**src/rtl/cwrr_pkg.sv**
```systemverilog
package cwrr_pkg;
  typedef enum logic [1:0] {
    ACT_IDLE   = 2'd0,
    ACT_GRANT  = 2'd1,
    ACT_RELOAD = 2'd2
  } cwrr_act_e;

  localparam int unsigned CWRR_DEF_WEIGHT = 1;
endpackage

```
**src/rtl/cwrr_rr_pick.sv**
```systemverilog
module cwrr_rr_pick #(
  parameter int N = 4
) (
  input  logic [N-1:0] elig,
  input  logic [N-1:0] token,
  output logic [N-1:0] pick
);
  localparam int W2 = 2 * N;

  logic [N-1:0]  at_or_above;
  logic [W2-1:0] masked;
  logic [W2-1:0] lowest;

  // ones from the token position upward (token is one-hot)
  assign at_or_above = ~(token - {{(N-1){1'b0}}, 1'b1});
  // upper copy handles wraparound below the token
  assign masked = {elig, elig & at_or_above};
  assign lowest = masked & (~masked + {{(W2-1){1'b0}}, 1'b1});
  assign pick   = lowest[N-1:0] | lowest[W2-1:N];
endmodule

```
**src/rtl/cwrr_credit_bank.sv**
```systemverilog
module cwrr_credit_bank #(
  parameter int N     = 4,
  parameter int WW    = 9,
  parameter int DEF_W = 1,
  localparam int IW   = (N > 1) ? $clog2(N) : 1
) (
  input  logic          clk,
  input  logic          rst,
  input  logic          cfg_we,
  input  logic [IW-1:0] cfg_idx,
  input  logic [WW-1:0] cfg_weight,
  input  logic [N-1:0]  dec,
  input  logic          reload,
  output logic [N-1:0]  credit_nz,
  output logic [N-1:0]  weight_nz
);
  generate
    for (genvar g = 0; g < N; g++) begin : g_slot
      logic [WW-1:0] wt_q;
      logic [WW-1:0] cr_q;
      logic          sel;

      assign sel = cfg_we && (cfg_idx == IW'(g));

      always_ff @(posedge clk) begin
        if (rst) begin
          wt_q <= WW'(DEF_W);
          cr_q <= WW'(DEF_W);
        end else if (sel) begin
          wt_q <= cfg_weight;
          cr_q <= cfg_weight;
        end else if (reload) begin
          cr_q <= wt_q;
        end else if (dec[g]) begin
          cr_q <= cr_q - {{(WW-1){1'b0}}, 1'b1};
        end
      end

      assign credit_nz[g] = |cr_q;
      assign weight_nz[g] = |wt_q;
    end
  endgenerate
endmodule

```
**src/rtl/cwrr_arbiter.sv**
```systemverilog
module cwrr_arbiter #(
  parameter int N     = 4,
  parameter int WW    = 9,
  localparam int IW   = (N > 1) ? $clog2(N) : 1
) (
  input  logic          clk,
  input  logic          rst,
  input  logic [N-1:0]  req,
  input  logic          cfg_we,
  input  logic [IW-1:0] cfg_idx,
  input  logic [WW-1:0] cfg_weight,
  output logic [N-1:0]  gnt
);
  import cwrr_pkg::*;

  logic [N-1:0] credit_nz;
  logic [N-1:0] weight_nz;
  logic [N-1:0] eligible;
  logic [N-1:0] pick;
  logic [N-1:0] dec;
  logic [N-1:0] tok_q;
  logic [N-1:0] gnt_q;
  logic         reload;
  cwrr_act_e    act;

  assign eligible = req & credit_nz;

  always_comb begin
    if (|eligible)
      act = ACT_GRANT;
    else if ((|(req & weight_nz)) || !(|credit_nz))
      act = ACT_RELOAD;
    else
      act = ACT_IDLE;
  end

  assign reload = (act == ACT_RELOAD);
  assign dec    = (act == ACT_GRANT) ? pick : '0;

  cwrr_rr_pick #(.N(N)) u_pick (
    .elig  (eligible),
    .token (tok_q),
    .pick  (pick)
  );

  cwrr_credit_bank #(.N(N), .WW(WW), .DEF_W(CWRR_DEF_WEIGHT)) u_bank (
    .clk        (clk),
    .rst        (rst),
    .cfg_we     (cfg_we),
    .cfg_idx    (cfg_idx),
    .cfg_weight (cfg_weight),
    .dec        (dec),
    .reload     (reload),
    .credit_nz  (credit_nz),
    .weight_nz  (weight_nz)
  );

  always_ff @(posedge clk) begin
    if (rst) begin
      gnt_q <= '0;
      tok_q <= {{(N-1){1'b0}}, 1'b1};
    end else begin
      gnt_q <= dec;
      if (act == ACT_GRANT)
        tok_q <= {pick[N-2:0], pick[N-1]};
    end
  end

  assign gnt = gnt_q;
endmodule

```
**config.mk**
```make
export PLATFORM = sky130hd
export DESIGN_NAME = cwrr_arbiter
export DESIGN_NICKNAME = d
export VERILOG_FILES = /design/src/rtl/cwrr_pkg.sv /design/src/rtl/cwrr_rr_pick.sv /design/src/rtl/cwrr_credit_bank.sv /design/src/rtl/cwrr_arbiter.sv
export SDC_FILE = /design/constraint.sdc
export NUM_CORES = 1
export LEC_CHECK = 0
export ABC_AREA = 1
export BUFFER_PORTS_ARGS = -buffer_cell sky130_fd_sc_hd__buf_2
export CAP_MARGIN = 5
export CORE_MARGIN = 2
export CORE_UTILIZATION = 46
export CTS_BUF_LIST = sky130_fd_sc_hd__clkbuf_8
export DETAILED_ROUTE_END_ITERATION = 16
export HOLD_SLACK_MARGIN = 0.02
export PLACE_DENSITY = 0.62
export SLEW_MARGIN = 25
export SYNTH_ARGS = -nofsm -noshare
export SYNTH_HDL_FRONTEND = slang
export SYNTH_HIERARCHICAL = 1
export SYNTH_SLANG_ARGS = --single-unit
```
**constraint.sdc**
```tcl
create_clock -name clk -period 3 [get_ports clk]
set_clock_uncertainty 0.05 [all_clocks]
set_input_delay 0.45 -clock clk [delete_from_list [all_inputs] [get_ports clk]]
set_output_delay 0.45 -clock clk [all_outputs]
set_load 0.02 [all_outputs]
```
==> reports/qor.txt, run 1 <==
maximum clock rate -> 0.363 GHz
crit path to -> u_bank/g_slot[3].cr_q[4]
Final Hold Fails -> 0
setup TNS -> 0 ns
Final GP Congestion -> 0.916
number of H-tree levels -> 3
worst min path class -> in2reg
Top FF cell, synth -> dfxtp_1
Clock Power Share -> 25.0%
Area contributors post-synth -> dfxtp_1 (36%), nand2_1 (20%), inv_1 (7.5%), a21oi_1 (7.3%), nand3_1 (6.1%)
setup slack after placement -> 0.0638 ns
routed length per instance -> 13.8 um
Worst VDD drop -> 0.255 mV
Rows -> 36
DRC viols -> 0
Vias/cell -> 5.13
fin. max-slew vios -> 0
post-layout util -> 51.8%
Yosys cell types -> 32
Routed Antenna Nets -> 0
Sink Count -> 80
fillcell total -> 984
IO Pins -> 22
syn_nets -> 742
Worst Path Required -> 3.20 ns
CP Class -> reg2reg
minimum clock period -> 2.75 ns
R2R Path End -> u_bank/g_slot[3].cr_q[4]
# setup viols final -> 0
Crit Path Max Fanout -> 18
P_sw -> 1240 uW
register bit total from synthesis -> 80
Die Y -> 103 um
vias in the first global route -> 4,027
antenna violations before repair -> 0
final WL -> 12,200 um
PD cells -> 664 nW/um^2
share of layout cells above drive strength 1 -> 10.7%
post-synth top area share -> 35.8%
Worst Reg2Reg Path Length in Cells -> 18
Async SR Flop Fraction -> 0%
Area growth syn-to-layout -> 10.9%
worst slew pin tran -> 0.571 ns
first-pass GRT wire length -> 19,300 um
warning count from the yosys run -> 6
setup slack on the worst flop-to-flop path -> 0.25 ns
Port Buffers -> 21
Syn Area/Cell -> 6.23 um^2
clk buf depth -> 2
Setup WS post-layout -> 0.247 ns
initial drt markers -> 228
worst r2r src -> u_bank/g_slot[1].cr_q[0]
Hold-fix buffers, CTS -> 0
switching share of power -> 37.6%
DIE AREA -> 10,500 um^2
cells after synthesis -> 719
Seq pwr share -> 40.3%
internal power -> 2060 uW
dpl hpwl -> 8930 um
nets@finish -> 767
final instance area -> 4970 um^2
Yosys top cell by area -> dfxtp_1
ANT cells -> 0
Placed Area -> 4710 um^2
Synth top cells by count -> nand2_1 (235), inv_1 (89), dfxtp_1 (80)
DR pass1 iterations -> 6
Seq/Total Area, Yosys -> 35.8%
RSZ-0062 raised after global routing -> false
most common cell in the netlist -> nand2_1
met3 usage in global routing -> 3.59%
root buffer cell -> clkbuf_8
number of vias in the routed layout -> 4,523
Startpoint Class -> register
met2 usage -> 37.0%
CTS clk-pin slew, worst paths -> 0.08 ns
Post-synth EDFFs -> 0
Pleak -> 0.00242 uW
met1 usage -> 33.2%
width of the die -> 103 um
core area -> 9590 um^2
status -> completed
largest net degree at the start of global routing -> 35
CTS tree -> done
mapped cell area -> 4480 um^2
Gate power share -> 34.7%
CP endpoint kind -> register
Final Cycle Share -> 91.8%
Worst EP arrival -> 2.95 ns
relative slew slack -> 61.9%
crit path launch -> u_bank/g_slot[1].cr_q[0]
Starting Density -> 46.7%
All-Layer GR Usage -> 23.8%
GRT overflow -> 0
CTS Buf Count -> 9
GRT Max-Usage Layer -> met2
Max-Cap Viols -> 0
Worst-Skew Late Latency -> 0.36 ns
==> final cells by class <==
cell class,count,area (um^2),area share (%)
Inverter,97,369,7.43
Clock inverter,5,55.1,1.11
Multi-Input combinational cell,520,2390,48.1
Clock buffer,11,151,3.05
Sequential cell,80,1600,32.2
Timing Repair Buffer,36,234,4.71
Tap cell,133,166,3.35
==> stage by stage <==
| stage | power [uW] | hold WS [ns] | cells |
|---|---|---|---|
| 2_1_floorplan | 2200 | 0.404 | 719 |
| 3_3_place_gp | 2420 | 0.419 | 864 |
| 3_5_place_dp | 2440 | 0.426 | 864 |
| 4_1_cts | 3280 | 0.362 | 880 |
| 5_1_grt | 3550 | 0.392 | 882 |
| 6_report | 3300 | 0.386 | 882 |
==> what timing repair did <==
item | in CTS | in global routing
resized for setup | 0 | 6
hold endpoints to repair | 0 | 0
setup buffers | 0 | 2
setup endpoints to repair | 0 | 20
==> logic make-up (layout without fill, tap and decap cells) <==
family | Yosys count | count (layout) | synth area share, %
AOI/OAI and AO/OA | 128 | 128 | 14.8
DFF | 80 | 80 | 35.8
buffers and inverters | 119 | 149 | 11.3
xor gates and xnor gates | 1 | 1 | 0.196
and+or+nand+nor | 386 | 386 | 36.6
adders and majority gates | 5 | 5 | 1.40
==> how the worst min path moves through the flow <==
stage	cells past startpoint	endpoint	startpoint	slack, ns
finish	3	u_bank/g_slot[2].wt_q[8]	cfg_weight[8]	0.39
global route	3	u_bank/g_slot[2].wt_q[8]	cfg_weight[8]	0.39
CTS	3	u_bank/g_slot[2].wt_q[8]	cfg_weight[8]	0.36
detailed placement	2	u_bank/g_slot[1].wt_q[7]	u_bank/g_slot[1].wt_q[7]	0.43
global placement	2	u_bank/g_slot[1].wt_q[7]	u_bank/g_slot[1].wt_q[7]	0.42
floorplan	2	u_bank/g_slot[1].wt_q[7]	u_bank/g_slot[1].wt_q[7]	0.40
==> placed cells by master, fill, tap and decap left out <==
cell / instances
or2_1: 2
nand2_2: 6
buf_12: 1
nor2_2: 2
nand3_4: 1
nor3_1: 6
inv_1: 89
a22oi_1: 1
o211ai_1: 1
nor2_4: 1
buf_2: 21
nand3b_1: 1
nand2_1: 234
inv_2: 4
o21ai_1: 19
buf_6: 1
inv_6: 1
ha_1: 5
or2_4: 1
buf_4: 13
a22o_1: 2
clkinv_1: 3
o21ai_2: 2
a21oi_1: 65
nand2_4: 4
nor4_1: 4
dfxtp_1: 80
bufinv_16: 1
nand3_2: 6
o21ai_0: 37
clkbuf_8: 11
nor2_1: 64
a31oi_1: 1
xnor2_1: 1
clkinvlp_4: 2
nand3_1: 54
clkinv_2: 2
==> sequential cells by signal, indices dropped and copies added, names as in the netlist <==
register / flops
u_bank/g_slot.cr_q: 36
u_bank/g_slot.wt_q: 36
gnt: 4
tok_q: 4
==> power groups by stage <==
stage / combinational (uW) / sequential, uW / clock [uW]
after floorplan: 876 / 1330 / 0
after global placement: 1080 / 1350 / 0
after detailed placement: 1090 / 1350 / 0
after CTS: 1100 / 1330 / 854
after global routing: 1310 / 1350 / 893
final: 1140 / 1330 / 826
==> worst max-delay path, cell delays in order (launching register included) <==
cell and delay (ns):
dfxtp_1 0.34, inv_1 0.10, ha_1 0.19, nand2_1 0.10, nor2_1 0.18, nand3_2 0.14
nand2_1 0.12, nand2_2 0.08, inv_2 0.07, nand2_4 0.06, a21oi_1 0.16, buf_4 0.18
inv_6 0.08, nand2_2 0.15, or2_1 0.12, buf_4 0.20, nand2_1 0.07, a21oi_1 0.19
nor2_1 0.06
==> routing by layer <==
| metal | vias up | share of wire (%) |
|---|---|---|
| met3 | 21 | 5.8 |
| met4 | 0 | 1.8 |
| met2 | 149 | 44 |
| met5 | - | 0 |
| met1 | 2024 | 49 |
| li1 | 2329 | - |
Note: power is estimated with default switching activity, not from simulation.
==> run 2, diff against run 1 <==
--- a/config.mk
+++ b/config.mk
@@ -13,9 +13,10 @@
 export CTS_BUF_LIST = sky130_fd_sc_hd__clkbuf_8
 export DETAILED_ROUTE_END_ITERATION = 16
 export HOLD_SLACK_MARGIN = 0.02
-export PLACE_DENSITY = 0.62
+export PLACE_DENSITY = 0.68
 export SLEW_MARGIN = 25
 export SYNTH_ARGS = -nofsm -noshare
 export SYNTH_HDL_FRONTEND = slang
 export SYNTH_HIERARCHICAL = 1
 export SYNTH_SLANG_ARGS = --single-unit
+export TNS_END_PERCENT = 5
==> run 2 against run 1 <==
Via count shrank 1.3%. Critical path type unchanged. Maximum frequency shrank 1.0%. Largest power group unchanged. First-iteration DRC count grew 5.7%. Global-route usage shrank 0.34 points.
==> reports/qor.txt, run 2 (synthesis gave the netlist of run 1 again) <==
status -> completed
P_sw -> 1230 uW
CP cell instances -> inv_1, ha_1, nand2_1, nor2_1, nand3_2, nand2_1, nand2_2, inv_2, nand2_4, a21oi_1, buf_4, inv_8, nand2_4, or2_1, buf_6, nand2_2, a21oi_1, nor2_1
DRC viols -> 0
DR pass1 iterations -> 5
final WL -> 11,500 um
Hold-fix buffers, CTS -> 0
cell family with most CP delay -> simple AND/OR/NAND/NOR gates
dpl hpwl -> 8260 um
Final Cycle Share -> 92.7%
minimum clock period -> 2.78 ns
Gate power share -> 33.7%
# setup viols final -> 0
initial drt markers -> 241
number of vias in the routed layout -> 4,465
Starting Density -> 46.7%
Final GP Congestion -> 0.892
largest net degree at the start of global routing -> 38
Placed Area -> 4670 um^2
Area growth syn-to-layout -> 10.1%
Final Hold Fails -> 0
first-pass GRT wire length -> 19,100 um
crit-path max cell delay -> 0.32 ns
IO Pins -> 22
Worst Path Required -> 3.21 ns
core area -> 9590 um^2
CP endpoint kind -> register
Clock Power Share -> 26.2%
Seq pwr share -> 40.2%
width of the die -> 103 um
All-Layer GR Usage -> 23.4%
Port Buffers -> 21
internal power -> 2080 uW
Pleak -> 0.00240 uW
Worst VDD drop -> 0.261 mV
Rows -> 36
slowest stage cell, crit path -> dfxtp_1
nets@finish -> 760
CP Class -> reg2reg
share of layout cells above drive strength 1 -> 9.84%
root buffer cell -> clkbuf_8
setup TNS -> 0 ns
worst min path class -> in2reg
Worst-Skew Late Latency -> 0.37 ns
ANT cells -> 0
Die Y -> 103 um
Largest regs -> u_bank/g_slot.cr_q x36, u_bank/g_slot.wt_q x36
Worst Path Buf+Inv -> 5
DIE AREA -> 10,500 um^2
maximum clock rate -> 0.360 GHz
Startpoint Class -> register
vias in the first global route -> 4,006
Crit Path Max Fanout -> 37
antenna violations before repair -> 0
CTS clk-pin slew, worst paths -> 0.08 ns
final instance area -> 4930 um^2
Sink Count -> 80
switching share of power -> 37.2%
Routed Antenna Nets -> 0
commonest non-fill, non-tap cell in the layout -> nand2_1
CTS Buf Count -> 9
number of H-tree levels -> 3
relative slew slack -> 60.0%
RSZ-0062 raised after global routing -> true
Max-Cap Viols -> 0
Worst EP arrival -> 2.99 ns
Vias/cell -> 5.10
GRT overflow -> 0
fin. max-slew vios -> 0
CTS tree -> done
most frequent cells in the layout -> nand2_1 (234), inv_1 (90), dfxtp_1 (80), nor2_1 (64), a21oi_1 (64)
routed length per instance -> 13.1 um
worst slew pin tran -> 0.598 ns
PD cells -> 671 nW/um^2
clk buf depth -> 2
[run 2: area by class of cell]
type,count,area (um^2)
flip-flops and latches,80,1600
fillers,972,4660
clock inverters,3,38.8
inverters,97,372
repair buffers,29,173
multi-input cells,520,2400
clock buffers,13,179
well taps,133,166
[run 2: per-layer routing]
metal  GRT usage [%]  wire length [um]
met1            33.9              5660
met2            34.4              4840
met3            3.86               756
met4            10.1               246
met5               0                 0
[run 2: final timing paths]
check | slack, ns | to | from | depth (start not counted)
max reg2reg | 0.22 | u_bank/g_slot[1].cr_q[4] | u_bank/g_slot[3].cr_q[0] | 18
max | 0.22 | u_bank/g_slot[1].cr_q[4] | u_bank/g_slot[3].cr_q[0] | 18
min reg2reg | 0.44 | tok_q[1] | tok_q[1] | 2
min | 0.22 | gnt[3] | rst | 2
[run 2: power groups by stage]
stage,registers [uW],logic (uW),clock network (uW)
final,1330,1110,866
after global routing,1350,1290,929
after CTS,1330,1080,883
after detailed placement,1350,1070,0
after global placement,1350,1060,0
after floorplan,1330,876,0
[run 2: worst register-to-register path: stages, from the launching register on]
cell	delay, ns
dfxtp_1	0.32
inv_1	0.10
ha_1	0.20
nand2_1	0.10
nor2_1	0.17
nand3_2	0.15
nand2_1	0.13
nand2_2	0.08
inv_2	0.07
nand2_4	0.07
a21oi_1	0.17
buf_4	0.19
inv_8	0.11
nand2_4	0.15
or2_1	0.13
buf_6	0.18
nand2_2	0.06
a21oi_1	0.16
nor2_1	0.07
[run 2: through the flow]
| step | hold slack, ns | utilization, % | instances | worst slack, ns | power [uW] |
|---|---|---|---|---|---|
| floorplan | 0.404 | - | 719 | 0.602 | 2200 |
| global placement | 0.423 | 48.7 | 859 | 0.138 | 2400 |
| detailed placement | 0.429 | 48.7 | 859 | 0.0855 | 2420 |
| CTS | 0.215 | 51.0 | 875 | 0.0495 | 3290 |
| global route | 0.231 | 51.4 | 875 | -0.0589 | 3570 |
| finish | 0.221 | 51.4 | 875 | 0.219 | 3310 |
[run 2: what timing repair did]
action	CTS	global route
gates resized for setup	0	10
endpoints found under the setup margin	0	36
buffers inserted	0	0
